## config.mk

```make
export PLATFORM = sky130hd
export DESIGN_NAME = svc_window_wdog
export DESIGN_NICKNAME = d
export VERILOG_FILES = /design/src/rtl/wdw_pkg.sv /design/src/rtl/wdw_cfg_lock.sv /design/src/rtl/wdw_win_timer.sv /design/src/rtl/wdw_trip_fsm.sv /design/src/rtl/svc_window_wdog.sv
export SDC_FILE = /design/constraint.sdc
export NUM_CORES = 1
export LEC_CHECK = 0
export BUFFER_PORTS_ARGS = -buffer_cell sky130_fd_sc_hd__buf_2
export CORE_UTILIZATION = 43
export CTS_CLUSTER_SIZE = 12
export DETAILED_ROUTE_END_ITERATION = 10
export PLACE_DENSITY_LB_ADDON = 0.08
export SLEW_MARGIN = 0
export SYNTH_ARGS = -nofsm -noshare
export SYNTH_HDL_FRONTEND = slang
export SYNTH_HIERARCHICAL = 1
export SYNTH_SLANG_ARGS = --single-unit
```

## constraint.sdc

```tcl
create_clock -name clk -period 3.1 [get_ports clk]
set_input_delay 0.62 -clock clk [delete_from_list [all_inputs] [get_ports clk]]
set_output_delay 0.62 -clock clk [all_outputs]
set_load 0.02 [all_outputs]
```

## src/rtl/wdw_pkg.sv

```systemverilog
// Shared types and constants for the windowed keyed watchdog.
// Assumes: service word layout is fixed at 8 bits (window, key, monitor).
package wdw_pkg;

    // Key value every service word must carry
    localparam logic [4:0] WDW_KEY = 5'b01100;

    // Service word as written by software
    typedef struct packed {
        logic [1:0] win;
        logic [4:0] key;
        logic       cmon;
    } wdw_word_t;

    // Trip sequencer states
    typedef enum logic [1:0] {
        ST_ARMED = 2'd0,
        ST_TRIP  = 2'd1,
        ST_HOLD  = 2'd2,
        ST_WAIT  = 2'd3
    } wdw_state_e;

endpackage

```

## src/rtl/wdw_cfg_lock.sv

```systemverilog
// Write-once configuration and service-word classifier.
// Classifies each qualified write as a service or a violation. Latches the
// window and the monitor enable on the first keyed write after reset.
// Assumes: wr_stb is already qualified (armed, enabled).
module wdw_cfg_lock
    import wdw_pkg::*;
(
    input  logic        clk,
    input  logic        rst_n,
    input  logic        wr_stb,
    input  wdw_word_t   wr_word,
    input  logic        early,
    output logic [1:0]  win_sel,
    output logic        cmon_en,
    output logic        svc_ok,
    output logic        bad_wr
);

    logic locked;
    logic key_ok;
    logic first_ok;
    logic match;

    // Decode the incoming word against the key and the stored state
    always_comb begin
        key_ok   = (wr_word.key == WDW_KEY);
        first_ok = wr_stb & ~locked & key_ok;
        match    = locked & key_ok & (wr_word.win == win_sel);
        svc_ok   = first_ok | (wr_stb & match & ~early);
        bad_wr   = wr_stb & locked & ~(match & ~early);
    end

    // Latch the configuration once, on the first keyed write
    always_ff @(posedge clk) begin
        if (!rst_n) begin
            locked  <= 1'b0;
            win_sel <= 2'b11;
            cmon_en <= 1'b1;
        end else if (first_ok) begin
            locked  <= 1'b1;
            win_sel <= wr_word.win;
            cmon_en <= wr_word.cmon;
        end
    end


    lock_hold_chk: assert property (@(posedge clk) disable iff (!rst_n)
        locked |=> (locked && $stable(win_sel) && $stable(cmon_en)));


    nolock_badkey_chk: assert property (@(posedge clk) disable iff (!rst_n)
        (wr_stb && !locked && wr_word.key != WDW_KEY) |=> (!locked && $stable(cmon_en)));


    early_reject_chk: assert property (@(posedge clk) disable iff (!rst_n)
        (wr_stb && locked && early) |-> (bad_wr && !svc_ok));

endmodule

```

## src/rtl/wdw_win_timer.sv

```systemverilog
// Saturating window counter of instruction-cycle ticks.
// Flags a count below the lower edge (early) and at or above the selected
// upper edge (late).
// Assumes: the upper edges are UPPER_BASE << sel and fit in CNT_W bits.
module wdw_win_timer #(
    parameter int LOWER_LIM  = 2048,
    parameter int UPPER_BASE = 8192,
    parameter int CNT_W      = 17
) (
    input  logic             clk,
    input  logic             rst_n,
    input  logic             cyc_en,
    input  logic             clr,
    input  logic [1:0]       win_sel,
    output logic             early,
    output logic             late
);

    localparam int NUM_WIN = 4;

    logic [CNT_W-1:0] cnt;
    logic [CNT_W-1:0] lim [NUM_WIN];

    // One upper edge per window code
    for (genvar g = 0; g < NUM_WIN; g++) begin : g_lim
        assign lim[g] = CNT_W'(UPPER_BASE * (1 << g));
    end

    // Count ticks, clearing on restart and saturating at full scale
    always_ff @(posedge clk) begin
        if (!rst_n || clr) begin
            cnt <= '0;
        end else if (cyc_en && (cnt != {CNT_W{1'b1}})) begin
            cnt <= cnt + 1'b1;
        end
    end

    // Compare the count with both window edges
    always_comb begin
        early = (cnt < CNT_W'(LOWER_LIM));
        late  = (cnt >= lim[win_sel]);
    end


    tick_only_chk: assert property (@(posedge clk) disable iff (!rst_n)
        (!cyc_en && !clr) |=> $stable(cnt));


    clr_zero_chk: assert property (@(posedge clk) disable iff (!rst_n)
        clr |=> (cnt == '0));

endmodule

```

## src/rtl/wdw_trip_fsm.sv

```systemverilog
// Trip sequencer for the active-low watchdog line.
// Holds the line low until the sensed level is low, then for HOLD_CYC more
// ticks. After the release it waits for the sensed level to be high before
// re-arming.
// Assumes: HOLD_CYC >= 2; viol is only meaningful while armed.
module wdw_trip_fsm
    import wdw_pkg::*;
#(
    parameter int HOLD_CYC = 16
) (
    input  logic clk,
    input  logic rst_n,
    input  logic cyc_en,
    input  logic wd_off,
    input  logic viol,
    input  logic pin_sense,
    output logic armed,
    output logic wd_out_n
);

    localparam int HOLD_W = $clog2(HOLD_CYC);
    localparam logic [HOLD_W-1:0] HOLD_LAST = HOLD_W'(HOLD_CYC - 1);

    wdw_state_e      state;
    logic [HOLD_W-1:0] hold_cnt;

    // Step the trip sequence; the disable input forces the armed state
    always_ff @(posedge clk) begin
        if (!rst_n || wd_off) begin
            state    <= ST_ARMED;
            hold_cnt <= '0;
        end else begin
            case (state)
                ST_ARMED: if (viol) state <= ST_TRIP;
                ST_TRIP: if (!pin_sense) begin
                    state    <= ST_HOLD;
                    hold_cnt <= '0;
                end
                ST_HOLD: if (cyc_en) begin
                    if (hold_cnt == HOLD_LAST) state <= ST_WAIT;
                    else hold_cnt <= hold_cnt + 1'b1;
                end
                ST_WAIT: if (pin_sense) state <= ST_ARMED;
                default: state <= ST_ARMED;
            endcase
        end
    end

    // Decode the line drive and the armed flag from the state
    always_comb begin
        armed    = (state == ST_ARMED);
        wd_out_n = !((state == ST_TRIP) || (state == ST_HOLD));
    end


    trip_follow_chk: assert property (@(posedge clk) disable iff (!rst_n)
        (state == ST_ARMED && viol && !wd_off) |=> !wd_out_n);


    trip_wait_chk: assert property (@(posedge clk) disable iff (!rst_n)
        (state == ST_TRIP && pin_sense && !wd_off) |=> (state == ST_TRIP));


    wait_hold_chk: assert property (@(posedge clk) disable iff (!rst_n)
        (state == ST_WAIT && !pin_sense && !wd_off) |=> (wd_out_n && !armed));


    off_release_chk: assert property (@(posedge clk) disable iff (!rst_n)
        wd_off |=> (wd_out_n && armed));

endmodule

```

## src/rtl/svc_window_wdog.sv

```systemverilog
// Top of the windowed keyed watchdog.
// Qualifies writes, merges the violation sources, and ties the counter, the
// configuration lock and the trip sequencer together.
// Assumes: cyc_en is a single-cycle tick in the clk domain; pin_sense is
// already synchronised.
module svc_window_wdog
    import wdw_pkg::*;
#(
    parameter int LOWER_LIM  = 2048,
    parameter int UPPER_BASE = 8192,
    parameter int HOLD_CYC   = 16
) (
    input  logic       clk,
    input  logic       rst_n,
    input  logic       cyc_en,
    input  logic       wd_off,
    input  logic       wr_en,
    input  logic [7:0] wr_data,
    input  logic       pin_sense,
    output logic       wd_out_n,
    output logic       cmon_en
);

    localparam int CNT_W = $clog2(UPPER_BASE) + 4;

    logic       armed;
    logic       wr_stb;
    logic       early;
    logic       late;
    logic       svc_ok;
    logic       bad_wr;
    logic       viol;
    logic       clr;
    logic [1:0] win_sel;
    wdw_word_t  wr_word;

    // Qualify writes and gather the restart and violation conditions
    always_comb begin
        wr_word = wdw_word_t'(wr_data);
        wr_stb  = wr_en & armed & ~wd_off;
        viol    = armed & ~wd_off & (bad_wr | late);
        clr     = ~armed | wd_off | svc_ok;
    end

    wdw_cfg_lock u_cfg (
        .clk     (clk),
        .rst_n   (rst_n),
        .wr_stb  (wr_stb),
        .wr_word (wr_word),
        .early   (early),
        .win_sel (win_sel),
        .cmon_en (cmon_en),
        .svc_ok  (svc_ok),
        .bad_wr  (bad_wr)
    );

    wdw_win_timer #(
        .LOWER_LIM  (LOWER_LIM),
        .UPPER_BASE (UPPER_BASE),
        .CNT_W      (CNT_W)
    ) u_timer (
        .clk     (clk),
        .rst_n   (rst_n),
        .cyc_en  (cyc_en),
        .clr     (clr),
        .win_sel (win_sel),
        .early   (early),
        .late    (late)
    );

    wdw_trip_fsm #(
        .HOLD_CYC (HOLD_CYC)
    ) u_fsm (
        .clk       (clk),
        .rst_n     (rst_n),
        .cyc_en    (cyc_en),
        .wd_off    (wd_off),
        .viol      (viol),
        .pin_sense (pin_sense),
        .armed     (armed),
        .wd_out_n  (wd_out_n)
    );


    idle_cfg_chk: assert property (@(posedge clk) disable iff (!rst_n)
        (!armed || wd_off) |=> $stable(cmon_en));


    reset_state_chk: assert property (@(posedge clk)
        !rst_n |=> (wd_out_n && cmon_en));

endmodule

```

==> impl_metrics.json, run 1 <==
{
  "cts_resized": 0,
  "clk_pin_slew_ns": 0.09,
  "antenna_found_initial": 0,
  "hold_viol_final": 0,
  "register_area_um2": 541,
  "synth_area_per_cell_um2": 8.71,
  "drc": 0,
  "cp.required_ns": 3.30,
  "synth_edf_count": 0,
  "synthTopCellsByArea": "dfxtp_1 32%, ha_1 9.6%, xnor2_1 4.7%, nor2_1 4.2%, inv_1 3.6%",
  "dr.pass1.iters": 4,
  "core_area_um2": 3720,
  "synthCells": 194,
  "grt_pass1_vias": 1280,
  "power_frac_seq": 0.593,
  "startpoint_type": "flop",
  "synth.largest_area_cell": "dfxtp_1",
  "dieArea_um2": 4190,
  "dp.final_hpwl_um": 2510,
  "areaGrowthSynthToFinish_pct": 9.55,
  "vias": 1396,
  "cts_tree": "done",
  "p_int_uw": 459,
  "ios": 16,
  "fillers": 353,
  "fin_crit_ns": 2.45,
  "multi_input_area_um2": 1060,
  "port_buffers": 15,
  "htree_levels": 1,
  "clock-root-buffer": "clkbuf_8",
  "grt.overflow.total": 0,
  "setup_viol": 0,
  "drt_iter0_drc": 65,
  "start_util": 0.455,
  "postCtsHoldBufs": 0,
  "synth.yosys.seq_area_share": 0.320,
  "syn_nets": 221,
  "place_congestion": 0.724,
  "die_h_um": 64.7,
  "slowest_stage": "or4_1",
  "fin_skew_ns": 0.00381,
  "ant_nets": 0,
  "crit_arrival_ns": 2.65,
  "nets": 237,
  "final_util": 0.498,
  "grt_pass1_wl_um": 5810,
  "status": "finished clean",
  "synth_flop_cell": "dfxtp_1",
  "pre_cts_ws_ns": 0.643,
  "cts_max_path_buffers": 2,
  "fin_setup_tns_ns": 0,
  "cp-end-kind": "flop",
  "worst_pin_slew_ns": 0.535,
  "min_path_type": "flop to flop",
  "fin_ws_ns": 0.648,
  "ys_warn_count": 6,
  "power.switching_uw": 131,
  "period_share": 0.791,
  "fp-row-count": 22,
  "grt_max_degree": 15,
  "crit_path_max_incr_delay_ns": 0.53,
  "n_antenna_cell": 0,
  "rsz0062_at_grt": "false",
  "yosysUniqueCellTypes": 52,
  "finalMaxSlewViolations": 0,
  "p_sw_frac": 0.222,
  "postCtsSetupRepairBufs": 0,
  "wl_per_cell_um": 12.7,
  "via_per_inst": 5.43,
  "synth_area_um2": 1690,
  "p_leak_nw": 0.678,
  "grt_use_total": 0.176,
  "powerDensity_nw_per_um2": 319,
  "max_freq_mhz": 408,
  "critical_path_class": "flop to flop",
  "numCtsBuffers": 3,
  "die_w_um": 64.7,
  "ys_ff_latch": 27,
  "vdd_drop_max_mv": 0.215,
  "yosys.area.top_type_share": 0.320,
  "critPathMaxFanout": 11,
  "clock_power_share": 0.337,
  "relSlewSlack": 0.640,
  "synthArstFlopShare": 0,
  "p_comb_frac": 0.070,
  "cts_sinks": 27,
  "drive_gt1_frac": 0.187,
  "max_cap_violations": 0,
  "path_cells": "or4_1, nor3_1, nand4b_1, a21boi_0, or3b_1, nand2b_1, buf_4, nor2_1",
  "totalWireLength_um": 3280,
  "insertion_delay_ns": 0.27
}
[path summary, 6_finish.rpt]
path / startpoint / to / slack (ns) / depth (start not counted)
worst max-delay path: u_timer/cnt[11] / u_timer/cnt[3] / 0.65 / 8
worst min-delay path: u_fsm/hold_cnt[1] / u_fsm/hold_cnt[1] / 0.51 / 2
worst max register to register: u_timer/cnt[11] / u_timer/cnt[3] / 0.65 / 8
worst min register to register: u_fsm/hold_cnt[1] / u_fsm/hold_cnt[1] / 0.51 / 2
[power by group through the flow]
stage | sequential, mW | combinational (mW) | clock, mW
floorplan | 0.358 | 0.0241 | 0
global placement | 0.358 | 0.0404 | 0
detailed placement | 0.358 | 0.0418 | 0
CTS | 0.350 | 0.0419 | 0.209
global route | 0.350 | 0.0464 | 0.219
finish | 0.350 | 0.0415 | 0.199
[worst max-delay path: cells and delay by family (launching register included)]
kind                   cells  cell delay (ns)
AND/OR/NAND/NOR            6             1.64
buffers and inverters      1             0.27
AO/OA/AOI/OAI              1             0.08
flip-flops                 1             0.39
[logic make-up (layout without fill, tap and decap cells)]
| kind of cell | count (synthesis) | in the layout | synth area share |
|---|---|---|---|
| simple gates | 87 | 87 | 0.322 |
| compound gates | 33 | 33 | 0.143 |
| flops | 27 | 27 | 0.320 |
| buf+inv | 21 | 36 | 0.0511 |
| fa+ha+maj | 13 | 13 | 0.0962 |
| xor+xnor | 12 | 12 | 0.0622 |
| mux | 1 | 1 | 0.00592 |
[flip-flops by register name, summed over array words and instances (netlist names)]
signal / flops
u_cfg/cmon_en: 1
u_cfg/locked: 1
u_cfg/win_sel: 2
u_fsm/hold_cnt: 4
u_fsm/state: 2
u_timer/cnt: 17
[area by class of cell]
class,count,area share
multi-input cells,146,0.574
clock buffers,4,0.0243
well taps,48,0.0324
flip-flops and latches,27,0.292
repair buffers,16,0.0446
inverters,16,0.0324
[synthesized netlist by cell type (3+ instances only)]
cell type / number
nand2_1: 7
ha_1: 13
nand4_1: 8
a21oi_1: 6
dfxtp_1: 27
xor2_1: 3
xnor2_1: 9
nor2_1: 19
nor2b_1: 4
clkbuf_1: 3
nor3_1: 5
inv_1: 16
nand2b_1: 4
nand3_1: 8
or3_1: 4
o21ai_0: 9
nor4_1: 4
o211ai_1: 3
[cells in the final DEF, fill, tap and decap left out, types with 5 or more instances in the layout]
cell type | netlist | routed
a21oi_1 | 6 | 6
buf_2 | 0 | 15
dfxtp_1 | 27 | 27
ha_1 | 13 | 13
inv_1 | 16 | 16
nand2_1 | 7 | 7
nand3_1 | 8 | 8
nand4_1 | 8 | 8
nor2_1 | 19 | 19
nor3_1 | 5 | 5
o21ai_0 | 9 | 9
xnor2_1 | 9 | 9
[per-stage QoR]
step	power, mW	cell area (µm²)	hold WS, ns	std cells
floorplan	0.382	1690	0.466	194
global placement	0.398	1810	0.483	253
detailed placement	0.400	1810	0.502	253
CTS	0.601	1850	0.516	257
global route	0.616	1850	0.549	257
finish	0.590	1850	0.512	257
[per-layer routing]
layer / wire length, µm / GRT usage / part of all wire
met1: 1620 / 0.231 / 0.50
met2: 1530 / 0.299 / 0.47
met3: 102 / 0.0211 / 0.031
met4: 22 / 0.0500 / 0.0067
met5: 0 / 0 / 0
Note: power is estimated with default switching activity, not from simulation.
==> run 2, diff against run 1 <==
- clock period: 3.1 -> 2.17 ns (I/O delays scaled with it)
==> run 2 against run 1 <==
  * The run now ends with setup timing left
  * First-iteration DRC count decreased by 29%
  * Routed wire length rose by 8.2%
  * Core utilization rose by 8.0 points
  * Maximum frequency rose by 7.9%
  * Global-route usage rose by 0.77 points
  * Non-clock buffer count increased by 24
  * Die area is the same
  * Final area increased by 16%
  * Power up 44%
  * Register-to-register slack got worse by 0.75 ns
==> impl_metrics.json, run 2 (same netlist as run 1, synthesis figures left out) <==
{
  "status": "finished with violations",
  "violations": "setup timing",
  "multi_input_area_um2": 1150,
  "cts_sinks": 27,
  "via_per_inst": 5.34,
  "insertion_delay_ns": 0.28,
  "drt_iter0_drc": 46,
  "regMostFlops": "u_timer/cnt",
  "areaGrowthSynthToFinish_pct": 27.2,
  "power_uw": 853,
  "grt_pass1_wl_um": 6080,
  "fin_ws_ns": -0.104,
  "max_cap_violations": 0,
  "ios": 16,
  "port_buffers": 15,
  "hold_viol_final": 0,
  "grt.overflow.total": 0,
  "largest_register_ffs": 17,
  "drc": 0,
  "fin_skew_ns": 0.00720,
  "fillers": 349,
  "worst_pin_slew_ns": 0.627,
  "relSlewSlack": 0.579,
  "cp-end-kind": "flop",
  "vdd_drop_max_mv": 0.396,
  "cp.required_ns": 2.38,
  "dr.pass1.iters": 4,
  "grt_max_degree": 16,
  "p_leak_nw": 0.836,
  "fp-row-count": 22,
  "powerDensity_nw_per_um2": 396,
  "final_util": 0.579,
  "crit_arrival_ns": 2.48,
  "htree_levels": 1,
  "max_freq_mhz": 440,
  "postCtsHoldBufs": 0,
  "startpoint_type": "flop",
  "dieArea_um2": 4190,
  "dp_cells": 272,
  "min_from": "rst_n",
  "rsz0062_at_grt": "true",
  "fin_crit_ns": 2.27,
  "clock-root-buffer": "clkbuf_8",
  "finalMaxSlewViolations": 0,
  "vias": 1500,
  "core_area_um2": 3720,
  "nets": 261,
  "final_cells": 281,
  "timing.rr.start": "u_timer/cnt[11]",
  "final_cell_mix": "20 x buf_4, 20 x dfxtp_1, 18 x nor2_1",
  "clk_pin_slew_ns": 0.09,
  "critPathMaxFanout": 5,
  "numCtsBuffers": 3,
  "setup_viol": 2,
  "place_congestion": 0.814,
  "cts_max_path_buffers": 2,
  "critical_path_class": "flop to flop",
  "grt_use_total": 0.184,
  "period_share": 1.05,
  "grt_pass1_vias": 1414,
  "cts_tree": "done",
  "start_util": 0.455,
  "die_w_um": 64.7,
  "ant_nets": 0,
  "register_area_um2": 552,
  "fin_area_um2": 2150,
  "cp-startpoint": "u_timer/cnt[11]",
  "biggestRegsByFlops": "u_timer/cnt x17, u_fsm/hold_cnt x4",
  "min_path_type": "primary input to flop",
  "drive_gt1_frac": 0.369,
  "n_antenna_cell": 0,
  "die_h_um": 64.7,
  "antenna_found_initial": 0,
  "totalWireLength_um": 3540,
  "dp.final_hpwl_um": 2670,
  "postPlaceCellArea_um2": 1960,
  "wl_per_cell_um": 12.6
}
-- run 2: changes by cell type in the layout (fill, tap and decap cells not counted), sizes merged --
cell    before  now
buf         16   40
clkbuf       4    3
clkinv       0    1
-- run 2: per-stage QoR --
step | setup slack, ns | TNS (ns) | hold slack (ns)
after floorplan | 0.0217 | 0 | 0.466
after global placement | -0.0445 | -0.0445 | 0.480
after detailed placement | -0.0512 | -0.0512 | 0.497
after CTS | -0.0196 | -0.0196 | 0.423
after global routing | -0.141 | -0.517 | 0.434
final | -0.104 | -0.115 | 0.433
-- run 2: final cells by class --
| class | count | share of cell area |
|---|---|---|
| multi-input cells | 146 | 0.535 |
| flip-flops and latches | 27 | 0.257 |
| repair buffers | 40 | 0.131 |
| inverters | 16 | 0.0279 |
| well taps | 48 | 0.0279 |
| clock buffers | 3 | 0.0192 |
| clock inverters | 1 | 0.00233 |
-- run 2: worst paths after layout --
check	to	slack [ns]	cells past startpoint
setup / recovery	u_timer/cnt[12]	-0.10	9
hold / removal	u_cfg/win_sel[0]	0.43	2
setup reg to reg	u_timer/cnt[12]	-0.10	9
hold reg to reg	u_fsm/hold_cnt[1]	0.51	2
-- run 2: report_power, final --
group / switching, mW / internal (mW) / total (mW) / leakage, nW
Combinational: 0.0327 / 0.0343 / 0.0670 / 0.591
Sequential: 0.00267 / 0.496 / 0.499 / 0.219
Clock: 0.158 / 0.129 / 0.287 / 0.0255
-- run 2: timing repair --
item | in CTS | in global routing
buffers inserted | 0 | 5
setup endpoints to repair | 4 | 15
endpoints found under the hold margin | 0 | 0
gates resized for setup | 2 | 27
pin swaps | 1 | 12
-- run 2: worst max-delay path: stages, from the launching register on --
cell	delay (ns)
dfxtp_4	0.37
buf_6	0.12
nand4_1	0.10
or3_1	0.14
nor3_2	0.05
ha_2	0.17
nand3b_1	0.20
or4_4	0.54
or3_1	0.40
a21oi_2	0.12
-- run 2: metal layers --
| metal | wire [µm] | global-route usage | vias up |
|---|---|---|---|
| met5 | 0 | 0 | - |
| met4 | 38 | 0.0556 | 0 |
| met3 | 105 | 0.0493 | 5 |
| met2 | 1750 | 0.313 | 22 |
| met1 | 1650 | 0.223 | 703 |
| li1 | - | - | 770 |
==> run 3, diff against run 2 <==
- CORE_UTILIZATION: 43 -> 53
- SLEW_MARGIN: 0 -> 20
==> run 3 against run 2 <==
  * The run still ends with setup timing left
  * Final area is 5.3% lower
  * Clock power down 20%
  * Clock skew increased by 0.0090 ns
  * Core utilization grew 9.4 points
  * Flip-flop and latch count unchanged
  * Highest routed layer unchanged
==> impl_metrics.json, run 3 (same netlist as run 1, synthesis figures left out) <==
{
  "cts_tree": "done",
  "grt_pass1_vias": 1284,
  "register_area_um2": 552,
  "setup_viol": 2,
  "port_buffers": 15,
  "drc": 0,
  "cts_max_path_buffers": 2,
  "fin_ws_ns": -0.0533,
  "place_congestion": 0.778,
  "antenna_found_initial": 0,
  "violations": "setup timing",
  "crit_arrival_ns": 2.48,
  "grt_use_total": 0.210,
  "fillers": 256,
  "largest_register_ffs": 17,
  "fin_skew_ns": 0.0162,
  "finalMaxSlewViolations": 0,
  "fp-row-count": 20,
  "clock_power_share": 0.289,
  "core_area_um2": 3030,
  "dp.final_hpwl_um": 2640,
  "power.switching_uw": 193,
  "via_per_inst": 5.47,
  "htree_levels": 1,
  "final_cell_mix": "19 x nor2_1, 18 x dfxtp_1, 17 x buf_4",
  "die_w_um": 58.5,
  "critPathMaxFanout": 4,
  "ant_nets": 0,
  "die_h_um": 58.5,
  "n_antenna_cell": 0,
  "multi_input_area_um2": 1110,
  "wl_per_cell_um": 12.6,
  "ios": 16,
  "vdd_drop_max_mv": 0.250,
  "totalWireLength_um": 3400,
  "postCtsHoldBufs": 0,
  "cp.required_ns": 2.42,
  "fin_hold_ws_ns": 0.369,
  "layout.cells.most_common": "nor2_1",
  "clk_pin_slew_ns": 0.16,
  "power_frac_seq": 0.632,
  "p_leak_nw": 0.786,
  "startpoint_type": "flop",
  "vias": 1482,
  "biggestRegsByFlops": "u_timer/cnt x17, u_fsm/hold_cnt x4",
  "insertion_delay_ns": 0.33,
  "dieArea_um2": 3420,
  "critical_path_class": "flop to flop",
  "relSlewSlack": 0.688,
  "p_comb_frac": 0.079,
  "cp-end-kind": "flop",
  "status": "finished with violations",
  "pre_cts_ws_ns": -0.0877,
  "nets": 255,
  "numCtsBuffers": 3,
  "grt_pass1_wl_um": 5530,
  "period_share": 1.02,
  "worst_pin_slew_ns": 0.467,
  "min_path_type": "primary input to flop",
  "dr.pass1.iters": 4,
  "start_util": 0.558,
  "max_freq_mhz": 450,
  "rsz0062_at_grt": "true",
  "drive_gt1_frac": 0.335,
  "max_cap_violations": 0,
  "p_sw_frac": 0.244,
  "power_uw": 792,
  "clock-root-buffer": "clkbuf_4",
  "fin_setup_tns_ns": -0.104,
  "p_int_uw": 599,
  "regMostFlops": "u_timer/cnt",
  "final_util": 0.673,
  "cts_sinks": 27,
  "hold_viol_final": 0,
  "areaGrowthSynthToFinish_pct": 20.5,
  "drt_iter0_drc": 111,
  "grt.overflow.total": 0,
  "powerDensity_nw_per_um2": 389,
  "grt_max_degree": 17,
  "fin_crit_ns": 2.22
}
==> run 3: cell count changes in the layout (fill, tap and decap cells not counted), moves of 2 or more <==
cell	previous run	this run
clkbuf_4	0	3
buf_4	20	17
clkbuf_8	3	0
nor4_2	2	0
dfxtp_1	20	18
dfxtp_2	6	9
buf_6	5	2
ha_1	10	12
==> run 3: final cells by class <==
class | instances | share of cell area
Clock buffer | 3 | 0.0111
Tap cell | 44 | 0.0270
Timing Repair Buffer | 34 | 0.111
Inverter | 16 | 0.0295
Sequential cell | 27 | 0.271
Multi-Input combinational cell | 146 | 0.547
Clock inverter | 1 | 0.00369
==> run 3: what timing repair did <==
item	CTS	global route
endpoints found under the setup margin	5	18
buffers inserted	0	1
endpoints found under the hold margin	0	0
pin swaps	1	4
resized for setup	2	18
==> run 3: final timing paths <==
check | depth (start not counted) | slack [ns] | to | from
max | 12 | -0.05 | u_fsm/state[0] | u_timer/cnt[13]
min | 2 | 0.37 | u_cfg/win_sel[1] | rst_n
max reg2reg | 12 | -0.05 | u_fsm/state[0] | u_timer/cnt[13]
min reg2reg | 2 | 0.51 | u_fsm/hold_cnt[1] | u_fsm/hold_cnt[1]
==> run 3: metrics by stage <==
stage | cell area [µm²] | instances
5_1_grt | 2040 | 271
3_3_place_gp | 1940 | 266
6_report | 2040 | 271
3_5_place_dp | 1940 | 266
4_1_cts | 1970 | 270
2_1_floorplan | 1720 | 194
==> run 3: power groups by stage <==
stage / clock (mW) / combinational, mW / sequential (mW)
global placement: 0 / 0.0611 / 0.511
global route: 0.260 / 0.0696 / 0.501
floorplan: 0 / 0.0377 / 0.511
finish: 0.229 / 0.0629 / 0.500
detailed placement: 0 / 0.0625 / 0.511
CTS: 0.242 / 0.0627 / 0.501
==> run 3: per-layer routing <==
metal	routed length, µm	global-route usage
met1	1580	0.284
met2	1670	0.351
met3	138	0.0198
met4	19	0.0714
met5	0	0
==> run 3: critical path, cell delays in order (launching register included) <==
cell	delay, ns
dfxtp_1	0.45
inv_1	0.11
ha_1	0.31
and3_1	0.15
nand4_1	0.09
nand3b_1	0.09
a21o_1	0.18
nor2_1	0.13
nor3b_2	0.06
nand2b_1	0.14
o2111a_2	0.16
buf_4	0.14
a211oi_2	0.15
